**src/rtl/pm_dds_pkg.sv**
```systemverilog
package pm_dds_pkg;
  localparam int unsigned DEF_ACC_W = 32;
  localparam int unsigned DEF_OUT_W = 17;
  localparam int unsigned DEF_OFS_W = 16;
  localparam int unsigned DEF_MOD_W = 32;

  typedef enum logic {
    MODE_INT  = 1'b0,
    MODE_FRAC = 1'b1
  } pm_mode_e;
endpackage

```
**src/rtl/pm_cfg_reg.sv**
```systemverilog
module pm_cfg_reg
  import pm_dds_pkg::*;
#(
  parameter int unsigned ACC_W = DEF_ACC_W,
  parameter int unsigned OFS_W = DEF_OFS_W,
  parameter int unsigned MOD_W = DEF_MOD_W
) (
  input  logic             clk_i,
  input  logic             rst_ni,
  input  logic             upd_i,
  input  logic [ACC_W-1:0] ftw_i,
  input  logic [MOD_W-1:0] num_i,
  input  logic [MOD_W-1:0] mod_i,
  input  logic [OFS_W-1:0] ofs_i,
  input  logic             frac_en_i,
  output logic [ACC_W-1:0] ftw_o,
  output logic [MOD_W-1:0] num_o,
  output logic [MOD_W-1:0] mod_o,
  output logic [OFS_W-1:0] ofs_o,
  output pm_mode_e         mode_o
);
  localparam logic [MOD_W-1:0] MIN_MOD = MOD_W'(2);

  logic cfg_ok;
  // invalid fraction falls back to integer stepping
  assign cfg_ok = frac_en_i && (mod_i >= MIN_MOD) && (num_i < mod_i);

  always_ff @(posedge clk_i or negedge rst_ni) begin
    if (!rst_ni) begin
      ftw_o  <= '0;
      num_o  <= '0;
      mod_o  <= '0;
      ofs_o  <= '0;
      mode_o <= MODE_INT;
    end else if (upd_i) begin
      ftw_o  <= ftw_i;
      num_o  <= num_i;
      mod_o  <= mod_i;
      ofs_o  <= ofs_i;
      mode_o <= cfg_ok ? MODE_FRAC : MODE_INT;
    end
  end

  AST_FRAC_VALID: assert property (@(posedge clk_i) disable iff (!rst_ni)
    (mode_o == MODE_FRAC) |-> (mod_o >= MIN_MOD) && (num_o < mod_o));
endmodule

```
**src/rtl/pm_frac_acc.sv**
```systemverilog
module pm_frac_acc
  import pm_dds_pkg::*;
#(
  parameter int unsigned MOD_W = DEF_MOD_W
) (
  input  logic             clk_i,
  input  logic             rst_ni,
  input  logic             clr_i,
  input  pm_mode_e         mode_i,
  input  logic [MOD_W-1:0] num_i,
  input  logic [MOD_W-1:0] mod_i,
  output logic             carry_o
);
  localparam int unsigned SUM_W = MOD_W + 1;

  logic [MOD_W-1:0] aux_q;
  logic [SUM_W-1:0] sum;
  logic [SUM_W-1:0] sum_wrap;
  logic             wrap;

  assign sum      = {1'b0, aux_q} + {1'b0, num_i};
  assign wrap     = sum >= {1'b0, mod_i};
  assign sum_wrap = sum - {1'b0, mod_i};
  assign carry_o  = (mode_i == MODE_FRAC) && wrap;

  always_ff @(posedge clk_i or negedge rst_ni) begin
    if (!rst_ni) begin
      aux_q <= '0;
    end else if (clr_i || mode_i != MODE_FRAC) begin
      aux_q <= '0;
    end else if (wrap) begin
      aux_q <= sum_wrap[MOD_W-1:0];
    end else begin
      aux_q <= sum[MOD_W-1:0];
    end
  end

  AST_AUX_CLEAR: assert property (@(posedge clk_i) disable iff (!rst_ni)
    $past(clr_i) |-> aux_q == '0);
  AST_AUX_BOUND: assert property (@(posedge clk_i) disable iff (!rst_ni)
    (mode_i == MODE_FRAC) |-> aux_q < mod_i);
endmodule

```
**src/rtl/pm_phase_acc.sv**
```systemverilog
module pm_phase_acc #(
  parameter int unsigned ACC_W = pm_dds_pkg::DEF_ACC_W
) (
  input  logic             clk_i,
  input  logic             rst_ni,
  input  logic [ACC_W-1:0] ftw_i,
  input  logic             carry_i,
  output logic [ACC_W-1:0] acc_o
);
  always_ff @(posedge clk_i or negedge rst_ni) begin
    if (!rst_ni) acc_o <= '0;
    else         acc_o <= acc_o + ftw_i + ACC_W'(carry_i);
  end
endmodule

```
**src/rtl/pm_phase_trunc.sv**
```systemverilog
module pm_phase_trunc #(
  parameter int unsigned ACC_W = pm_dds_pkg::DEF_ACC_W,
  parameter int unsigned OUT_W = pm_dds_pkg::DEF_OUT_W,
  parameter int unsigned OFS_W = pm_dds_pkg::DEF_OFS_W
) (
  input  logic             clk_i,
  input  logic             rst_ni,
  input  logic [ACC_W-1:0] acc_i,
  input  logic [OFS_W-1:0] ofs_i,
  output logic [OUT_W-1:0] phase_o
);
  localparam int unsigned PAD_W = ACC_W - OFS_W;

  logic [ACC_W-1:0] sum;
  assign sum = acc_i + {ofs_i, {PAD_W{1'b0}}};

  always_ff @(posedge clk_i or negedge rst_ni) begin
    if (!rst_ni) phase_o <= '0;
    else         phase_o <= sum[ACC_W-1 -: OUT_W];
  end
endmodule

```
**src/rtl/pm_dds_phase.sv**
```systemverilog
module pm_dds_phase
  import pm_dds_pkg::*;
#(
  parameter int unsigned ACC_W = DEF_ACC_W,
  parameter int unsigned OUT_W = DEF_OUT_W,
  parameter int unsigned OFS_W = DEF_OFS_W,
  parameter int unsigned MOD_W = DEF_MOD_W
) (
  input  logic             clk_i,
  input  logic             rst_ni,
  input  logic             upd_i,
  input  logic [ACC_W-1:0] ftw_i,
  input  logic [MOD_W-1:0] num_i,
  input  logic [MOD_W-1:0] mod_i,
  input  logic [OFS_W-1:0] ofs_i,
  input  logic             frac_en_i,
  output logic [OUT_W-1:0] phase_o
);
  logic [ACC_W-1:0] ftw_q;
  logic [MOD_W-1:0] num_q;
  logic [MOD_W-1:0] mod_q;
  logic [OFS_W-1:0] ofs_q;
  pm_mode_e         mode_q;
  logic             carry;
  logic [ACC_W-1:0] acc_q;

  pm_cfg_reg #(.ACC_W(ACC_W), .OFS_W(OFS_W), .MOD_W(MOD_W)) u_cfg (
    .clk_i(clk_i), .rst_ni(rst_ni), .upd_i(upd_i),
    .ftw_i(ftw_i), .num_i(num_i), .mod_i(mod_i), .ofs_i(ofs_i),
    .frac_en_i(frac_en_i),
    .ftw_o(ftw_q), .num_o(num_q), .mod_o(mod_q), .ofs_o(ofs_q),
    .mode_o(mode_q)
  );

  pm_frac_acc #(.MOD_W(MOD_W)) u_frac (
    .clk_i(clk_i), .rst_ni(rst_ni), .clr_i(upd_i), .mode_i(mode_q),
    .num_i(num_q), .mod_i(mod_q), .carry_o(carry)
  );

  pm_phase_acc #(.ACC_W(ACC_W)) u_acc (
    .clk_i(clk_i), .rst_ni(rst_ni), .ftw_i(ftw_q), .carry_i(carry),
    .acc_o(acc_q)
  );

  pm_phase_trunc #(.ACC_W(ACC_W), .OUT_W(OUT_W), .OFS_W(OFS_W)) u_trunc (
    .clk_i(clk_i), .rst_ni(rst_ni), .acc_i(acc_q), .ofs_i(ofs_q),
    .phase_o(phase_o)
  );

  AST_STEP_BOUND: assert property (@(posedge clk_i) disable iff (!rst_ni)
    rst_ni |=> (acc_q - $past(acc_q) - $past(ftw_q)) <= ACC_W'(1));
  AST_INT_STEP: assert property (@(posedge clk_i) disable iff (!rst_ni)
    (mode_q == MODE_INT) |=> acc_q == $past(acc_q) + $past(ftw_q));
  AST_OFS0_TRUNC: assert property (@(posedge clk_i) disable iff (!rst_ni)
    (ofs_q == '0) |=> phase_o == $past(acc_q[ACC_W-1 -: OUT_W]));
endmodule

```
**config.mk**
```make
export PLATFORM = sky130hd
export DESIGN_NAME = pm_dds_phase
export DESIGN_NICKNAME = d
export VERILOG_FILES = /design/src/rtl/pm_dds_pkg.sv /design/src/rtl/pm_cfg_reg.sv /design/src/rtl/pm_frac_acc.sv /design/src/rtl/pm_phase_acc.sv /design/src/rtl/pm_phase_trunc.sv /design/src/rtl/pm_dds_phase.sv
export SDC_FILE = /design/constraint.sdc
export NUM_CORES = 1
export LEC_CHECK = 0
export ABC_AREA = 1
export BUFFER_PORTS_ARGS = -buffer_cell sky130_fd_sc_hd__buf_4
export CORE_ASPECT_RATIO = 0.5
export CORE_MARGIN = 2
export CORE_UTILIZATION = 50
export DETAILED_ROUTE_END_ITERATION = 10
export GPL_TIMING_DRIVEN = 0
export PLACE_DENSITY = 0.69
export RECOVER_POWER = 100
export SYNTH_ARGS = -nofsm -noshare
export SYNTH_HDL_FRONTEND = slang
export SYNTH_SLANG_ARGS = --single-unit
```
**constraint.sdc**
```tcl
create_clock -name clk_i -period 7.35 [get_ports clk_i]
set_input_delay 1.47 -clock clk_i [delete_from_list [all_inputs] [get_ports clk_i]]
set_output_delay 1.47 -clock clk_i [all_outputs]
set_load 0.005 [all_outputs]
```
---- Word-level counts from Yosys, hierarchy flattened ----
Index checks and enable logic that the tools add are counted.
W data, S select, Z words.
storage, ports and cells
  bits in registers ....................... 194
  input port bits ......................... 116
  output and inout bits ................... 17
  word-level logic and storage cells ...... 24
operators by class
  add/subtract/negate cells ............... 5
  magnitude comparators ................... 3
  multiplexer cells ....................... 3
  bitwise operators ....................... 1
  reductions and logical operators ........ 4
operators by type and width
  cell                   count
  $add A32 B32 Y32       2
  $mux W32               2
  $add A32 B32 Y33       1
  $ge A33 B32 Y1         1
  $add A32 B1 Y32        1
  $ge A32 B2 Y1 const B  1
  $lt A32 B32 Y1         1
  $sub A32 B32 Y32       1
  $logic_and A1 B1 Y1    3
  $logic_or A1 B1 Y1     1
  $mux W1                1
  $not A1 Y1             1

---- Longest topological paths before layout ----
Gate-level depths: netlist of the first run.
  depth in word-level cells ............... 4
  gate-level depth with buffers ........... 36
  mapped depth without buffers ............ 34

---- Modules after synthesis ----
From an unflattened synthesis of the first run, not the netlist that was laid out.
unflattened totals
  cells, all modules ...................... 2,500
  area, all modules ....................... 15,916.5 µm²
by module, submodules not included
  module          times used  cells each  area each (µm²)  sequential area each (µm²)
  pm_frac_acc     1           1,187       6,289.8          800.8
  pm_cfg_reg      1           594         5,058.6          2,827.7
  pm_phase_acc    1           526         3,211.8          800.8
  pm_phase_trunc  1           193         1,356.3          425.4

---- Worst setup path after synthesis of the first run ----
Ideal clock, no wire load.
  path kind ............................... flip-flop to flip-flop
  from .................................... reg u_cfg.num_o[0]
  to ...................................... reg u_acc.acc_o[31]
  setup time .............................. 0.079 ns
  arrival time ............................ 4.367 ns
  required time ........................... 7.271 ns
  slack ................................... 2.904 ns
  cell stages (with the launch flop) ...... 32
  buffers on the path ..................... 2
  period minus slack after synthesis ...... 4.446 ns
  cell sequence ........................... dfrtp_1 ha_1 inv_1 fa_1 inv_1 nand3_1 nand2_2 nand2_1 nand2_2 nand2_1 nand2_2 xor2_1 inv_1 ha_1 nand2_1 nor2_4 nand2_2 nor2_4 nand4_2 nand3_2 nor2_8 buf_8 buf_12 a21oi_2 fa_1 nand2_1 a21oi_1 a21oi_1 o21ai_0 nand3_1 nand2_1 xor2_1
between the ends
  cells in the longest elaborated chain, start to end .. 4
RTL lines
  element                 line                source
  start, declared         pm_cfg_reg.sv:17    output logic [MOD_W-1:0] num_o,
  start signal, assigned  pm_cfg_reg.sv:37    num_o <= num_i;
  $add A32 B32 Y33        pm_frac_acc.sv:21   assign sum = {1'b0, aux_q} + {1'b0, num_i};
  $ge A33 B32 Y1          pm_frac_acc.sv:22   assign wrap = sum >= {1'b0, mod_i};
  $logic_and A1 B1 Y1     pm_frac_acc.sv:24   assign carry_o = (mode_i == MODE_FRAC) && wrap;
  $add A32 B1 Y32         pm_phase_acc.sv:12  else acc_o <= acc_o + ftw_i + ACC_W'(carry_i);
  end signal, assigned    pm_phase_acc.sv:12
  end, declared           pm_phase_acc.sv:8   output logic [ACC_W-1:0] acc_o
No other way between the ends.
A chain may end at the register's enable or synchronous reset.

---- Worst setup path after layout of the first run ----
Ends and elaborated chain as after synthesis.

==> results.md, run 1 <==
- Status: complete, but fails checks
- Failing checks: capacitance limit, slew limit
- R2r worst-path depth: 32
- Die ar.: 32300 um2
- First-pass GRT wire length: 70100 um
- Final core occ: 0.574
- Layout area overhead: 13.1%
- Max transition margin: -2.26
- Crit path depth: 32
- Total CTS buffers: 17
- Busiest grt layer: met2
- Hold WC Path Type: flop to flop
- Met3 global-route usage: 0.0564
- Net count after synthesis: 2400
- Yosys warnings: 0
- Vias per cell: ~5.2
- Vias in the first global route: 13400
- Met1 usage: 0.387
- Worst path bufs/invs: 5
- Initial DRC Count: about 1100
- Placement row count: 45
- Placed insts: about 2700
- Mapped Area: 15400 um2
- # H-tree levels: 4
- Hpwl dp: approximately 37000 um
- Critical Path RT: roughly 7.7 ns
- Port Buffers: 132
- PostCTS Resize Cnt: 0
- Crit path max-delay cell type: o21ai_0
- Mapped Avg Cell Area: 7.20 um2
- Crit start category: flop
- Maximum VDD drop: 0.243 mV
- Hold Path Stages: 0
- Clock transition at path regs: 0.08 ns
- Mapped Cells: around 2100
- Core ar.: 30300 um2
- Worst Tran Pin Value: between 4 and 5 ns
- Clk buf depth: 2
- MaxCap Viol Count: 1
- Crit path max fanout: 10
- WL/cell: ~16 um
- Pwr dens: roughly 350 nW/um2
- GP Congestion: 0.980
- TritonCTS clock tree: yes
- Largest net degree at the start of global routing: 109
- Fin cells: 2704
- Die height: 128 um
- Fmax: 0.153 GHz
- Die W: 252 um
- Hold Vio Cnt, Final: 0
- Net count reported at finish: between 2000 and 3000
- Setup Viol. Count Final: 0
- Grt ovf: 0
- Ports: between 100 and 150
- Worst setup EP type: flop
- Critical Path Max Stage Delay: 0.50 ns
- Layout cells sized above 1: 0.122
- Crit share post-route: 0.889
- Post-route setup TNS: 0 ns
- Setup Crit Path Kind: flop to flop
- DRC: 0
- CP Data Arrival Time: 6.93 ns
- Root buf cell: clkbuf_16
- Vias: roughly 14000
- Clk_lat worst skew: 0.46 ns
- Slew Viols, Final: 108
- Post-CTS Setup Inserts: 0
- Post-route ant nets: 0
- Leak: about 9.6 nW
- Most frequent cells in the layout: 638 x nand2_1, 365 x inv_1, 194 x dfrtp_1, 175 x nor2_1, 140 x ha_1
- Tmin final: ~6.5 ns
- Ant diodes: 0
- Clock Skew: 0.00892 ns
- Sink Count: 194
- Antenna violations before repair: 0
- CP most frequent cell: nand2_1
- Most common cell after layout, fill and taps aside: nand2_1
- First-pass DRT Iterations: 8
- Sequential-to-total area share from yosys stat: 0.315
- Yosys reg bits: 194
- Gr usage total: 0.284
- Yosys cell types: 44
- RSZ-0062 raised after global routing: false
- Hold Buf Count CTS: 0
- WL final: 44300 um
- Initial Util: 0.508
- Met2 Use GR: 0.459
- Top cell family by delay on the critical path: simple AND/OR/NAND/NOR gates
power breakdown:
part | switching, mW | internal (mW)
clock network | 0.475 | 0.518
registers | 0.113 | 1.32
logic | 2.45 | 1.31
cell usage after synthesis:
master / n / area (um2)
nand2_1: 636 / 2390
inv_1: 365 / 1370
dfrtp_1: 194 / 4850
nor2_1: 173 / 649
ha_1: 140 / 1750
nand3_1: 105 / 526
a21oi_1: 104 / 521
mux2_2: 78 / 878
o21ai_0: 69 / 345
xor2_1: 62 / 543
nand4_1: 32 / 200
a21oi_2: 23 / 201
clkbuf_1: 19 / 71.3
nand3b_1: 15 / 113
o21bai_1: 14 / 105
xnor2_1: 13 / 114
nor3_1: 12 / 60.1
a21o_1: 8 / 60.1
nand2_2: 8 / 50.1
a31oi_1: 6 / 37.5
inv_2: 6 / 22.5
nor4_1: 6 / 37.5
nor2_2: 5 / 31.3
and2_1: 4 / 25.0
buf_2: 4 / 20.0
buf_6: 4 / 45.0
fa_1: 4 / 80.1
a21boi_0: 3 / 22.5
nand2_4: 3 / 33.8
nor2_4: 3 / 33.8
o21a_1: 3 / 22.5
a211oi_1: 2 / 15.0
buf_12: 2 / 40.0
clkinv_1: 2 / 7.51
nand3_2: 2 / 20.0
o211ai_1: 2 / 15.0
o31ai_1: 2 / 15.0
a31o_2: 1 / 8.76
buf_8: 1 / 15.0
nand4_2: 1 / 12.5
nor2_8: 1 / 20.0
nor4_2: 1 / 12.5
o2111ai_1: 1 / 8.76
o21ai_1: 1 / 5.00
per-layer routing:
metal  wire [um]  vias up
li1            -     7096
met1       20800     6590
met2       19800      361
met3        2680       56
met4        1050        0
met5           0        -
worst register-to-register path: cells and delay by family, from the launching register on:
family | cells | cell delay (ns)
AOI/OAI and AO/OA | 4 | 1.40
xor gates and xnor gates | 1 | 0.14
adders and majority gates | 4 | 1.52
buffers and inverters | 5 | 0.86
DFF | 1 | 0.36
and+or+nand+nor | 18 | 2.17
path summary, 6_finish.rpt:
check                                 from                  to  slack (ns)
max                         u_cfg.num_o[0]     u_acc.acc_o[31]        0.81
min                        u_acc.acc_o[15]  u_trunc.phase_o[0]        0.40
max reg2reg                 u_cfg.num_o[0]     u_acc.acc_o[31]        0.81
min reg2reg                u_acc.acc_o[15]  u_trunc.phase_o[0]        0.40
max in group asynchronous           rst_ni    u_frac.aux_q[18]        1.69
min in group asynchronous           rst_ni      u_cfg.ftw_o[6]        2.90
per-stage QoR:
stage / hold WS [ns] / area, um2 / setup WS (ns) / power (mW)
finish: 0.404 / 17400 / 0.813 / 6.18
detailed placement: 0.385 / 16900 / 1.33 / 5.21
global route: 0.429 / 17400 / 0.379 / 6.71
floorplan: 0.357 / 15400 / 2.90 / 4.17
global placement: 0.386 / 16900 / 1.40 / 5.17
CTS: 0.414 / 17600 / 1.31 / 6.23
layout make-up:
type | instances | area (um2)
Buffer | 30 | 153
Clock buffer | 17 | 425
Clock inverter | 15 | 194
Fill cell | 2949 | 12900
Inverter | 373 | 1400
Multi-Input combinational cell | 1543 | 8910
Sequential cell | 194 | 4850
Tap cell | 399 | 499
Timing Repair Buffer | 133 | 986
cells by family (layout without fill, tap and decap cells):
kind of cell    Yosys count  count (layout)  synth area share
compound gates          239             239            0.0897
simple gates           1007            1007             0.273
mux                      78              78            0.0570
buf+inv                 403             568             0.103
fa+ha+maj               144             144             0.119
xor+xnor                 75              75            0.0426
flops                   194             194             0.315
registers in the layout (all words and copies together) (netlist names):
| signal | flops |
|---|---|
| u_acc.acc_o | 32 |
| u_cfg.ftw_o | 32 |
| u_cfg.mod_o | 32 |
| u_cfg.num_o | 32 |
| u_frac.aux_q | 32 |
| u_trunc.phase_o | 17 |
| u_cfg.ofs_o | 16 |
| u_cfg.mode_o | 1 |
No activity file was read; power rests on OpenSTA's default activity.
==> run 2, diff against run 1 <==
BUFFER_PORTS_ARGS = -buffer_cell sky130_fd_sc_hd__buf_2   (was -buffer_cell sky130_fd_sc_hd__buf_4)
REMOVE_ABC_BUFFERS = 1   (was not set)
==> results.md, run 2 (synthesis gave the netlist of run 1 again) <==
- # H-tree levels: 4
- Sink Count: 194
- Crit start category: flop
- Layout area overhead: 10.2%
- Root buf cell: clkbuf_16
- Antenna violations before repair: 0
- Clock Skew: 0.0131 ns
- FF-to-FF setup slack: 1.10 ns
- Critical Path Max Stage Delay: between 0.6 and 0.7 ns
- Maximum VDD drop: 0.221 mV
- TritonCTS clock tree: yes
- Slew Viols, Final: roughly 270
- Leak: between 9 and 10 nW
- Die ar.: 32300 um2
- Fill count: 3035
- Worst Setup Slack, final: 1.10 ns
- Grt ovf: 0
- CP Data Arrival Time: 6.61 ns
- Layout cells sized above 1: 0.123
- Gr usage total: 0.269
- RSZ-0062 raised after global routing: false
- Port Buffers: 132
- Vias: 13900
- Most common cell after layout, fill and taps aside: nand2_1
- Total CTS buffers: 17
- MaxCap Viol Count: 3
- Clk buf depth: 2
- Clock transition at path regs: around 0.080 ns
- Hold Path Stages: 0
- Most frequent cells in the layout: 637 x nand2_1, 365 x inv_1, 194 x dfrtp_1, 173 x nor2_1, 140 x ha_1
- Core ar.: 30300 um2
- R2r worst-path depth: 28
- Initial Util: 0.508
- Ports: 133
- Clk_lat worst skew: between 0.4 and 0.5 ns
- Die W: 252 um
- Net count reported at finish: 2524
- Ant diodes: 0
- CP most frequent cell: nand2_1
- Setup WS pre-CTS: 1.31 ns
- Vias per cell: 5.18
- Fmax: about 0.16 GHz
- Hold Buf Count CTS: 0
- Tmin final: 6.25 ns
- Setup Viol. Count Final: 0
- Max transition margin: -2.35
- Crit share post-route: 0.851
- Pwr dens: 354 nW/um2
- WL final: 42100 um
- Hold Vio Cnt, Final: 0
- Hold WC Path Type: flop to flop
- Min-Delay Startpoint: u_acc.acc_o[15]
- Post-route ant nets: 0
- First-pass DRT Iterations: 9
- Worst setup EP type: flop
- Reg-to-Reg End: u_acc.acc_o[31]
- Post-route setup TNS: 0 ns
- Failing checks: DRC, capacitance limit, slew limit
- Die height: 128 um
- Initial DRC Count: 1152
- PostCTS Resize Cnt: 0
- Largest net degree at the start of global routing: between 100 and 150
- Crit path max-delay cell type: nor2_8
- GP Congestion: 0.963
- DRC: 1
- Status: complete, but fails checks
- Setup Crit Path Kind: flop to flop
- Final hold slack: 0.389 ns
- Crit path max fanout: 49
- Post-CTS Setup Inserts: 0
- Worst Hold Path EP: u_trunc.phase_o[0]
- Hpwl dp: 34400 um
- Placement row count: between 40 and 50
- RR Startpoint: u_cfg.num_o[0]
- Worst Tran Pin Value: 5.02 ns
- First-pass GRT wire length: 67600 um
- Critical Path RT: 7.70 ns
- Vias in the first global route: 13200
- WL/cell: around 16 um
[run 2: cell types whose count changed in the layout (fill, tap and decap cells not counted), sizes merged]
cell / change
buf: +1
bufinv: -2
clkbuf: -27
clkinv: +1
clkinvlp: -3
inv: +2
[run 2: final cells by class]
class / count / area, um2 / share of cell area
Clock buffer: 19 / 433 / 0.0255
Tap cell: 399 / 499 / 0.0294
Sequential cell: 194 / 4850 / 0.286
Timing Repair Buffer: 135 / 689 / 0.0406
Multi-Input combinational cell: 1543 / 8950 / 0.528
Clock inverter: 13 / 140 / 0.00826
Inverter: 373 / 1400 / 0.0825
[run 2: report_power, final]
part	internal (mW)	total, mW	switching (mW)	leakage (nW)
clock network	0.454	0.936	0.482	0.281
registers	1.32	1.44	0.114	2.35
logic	1.27	3.64	2.37	6.78
total	3.05	6.01	2.97	9.41
[run 2: metal layers]
metal / GRT usage / routed length (um) / vias up
met1: 0.384 / 20500 / 6441
met2: 0.429 / 18500 / 356
li1: - / - / 7021
met5: 0 / 0 / -
met3: 0.0380 / 2220 / 54
met4: 0.0734 / 876 / 0
[run 2: critical path: cells and delay by family (launching register included)]
family	cells	cell delay, ns
AND/OR/NAND/NOR	15	2.45
AO/OA/AOI/OAI	5	1.24
buffers and inverters	3	0.36
adder cells (fa/ha/maj)	4	1.55
flip-flops	1	0.36
XOR/XNOR	1	0.16
[run 2: per-stage QoR]
step / util / instance area (um2) / instances / total power, mW
after floorplan: - / 15200 / 2110 / 4.09
after global placement: 0.540 / 16400 / 2641 / 5.00
after detailed placement: 0.543 / 16500 / 2644 / 5.04
after CTS: 0.561 / 17000 / 2676 / 6.01
after global routing: 0.559 / 17000 / 2676 / 6.57
final: 0.559 / 17000 / 2676 / 6.01
[run 2: worst max path at each step]
stage / from / endpoint / cells after the start
3_3_place_gp: u_cfg.num_o[0] / u_acc.acc_o[31] / 28
6_report: u_cfg.num_o[0] / u_acc.acc_o[31] / 28
3_5_place_dp: u_cfg.num_o[0] / u_acc.acc_o[31] / 28
5_1_grt: rst_ni / u_cfg.num_o[21] / 1
4_1_cts: u_cfg.num_o[0] / u_acc.acc_o[31] / 28
2_1_floorplan: u_cfg.num_o[0] / u_acc.acc_o[28] / 32
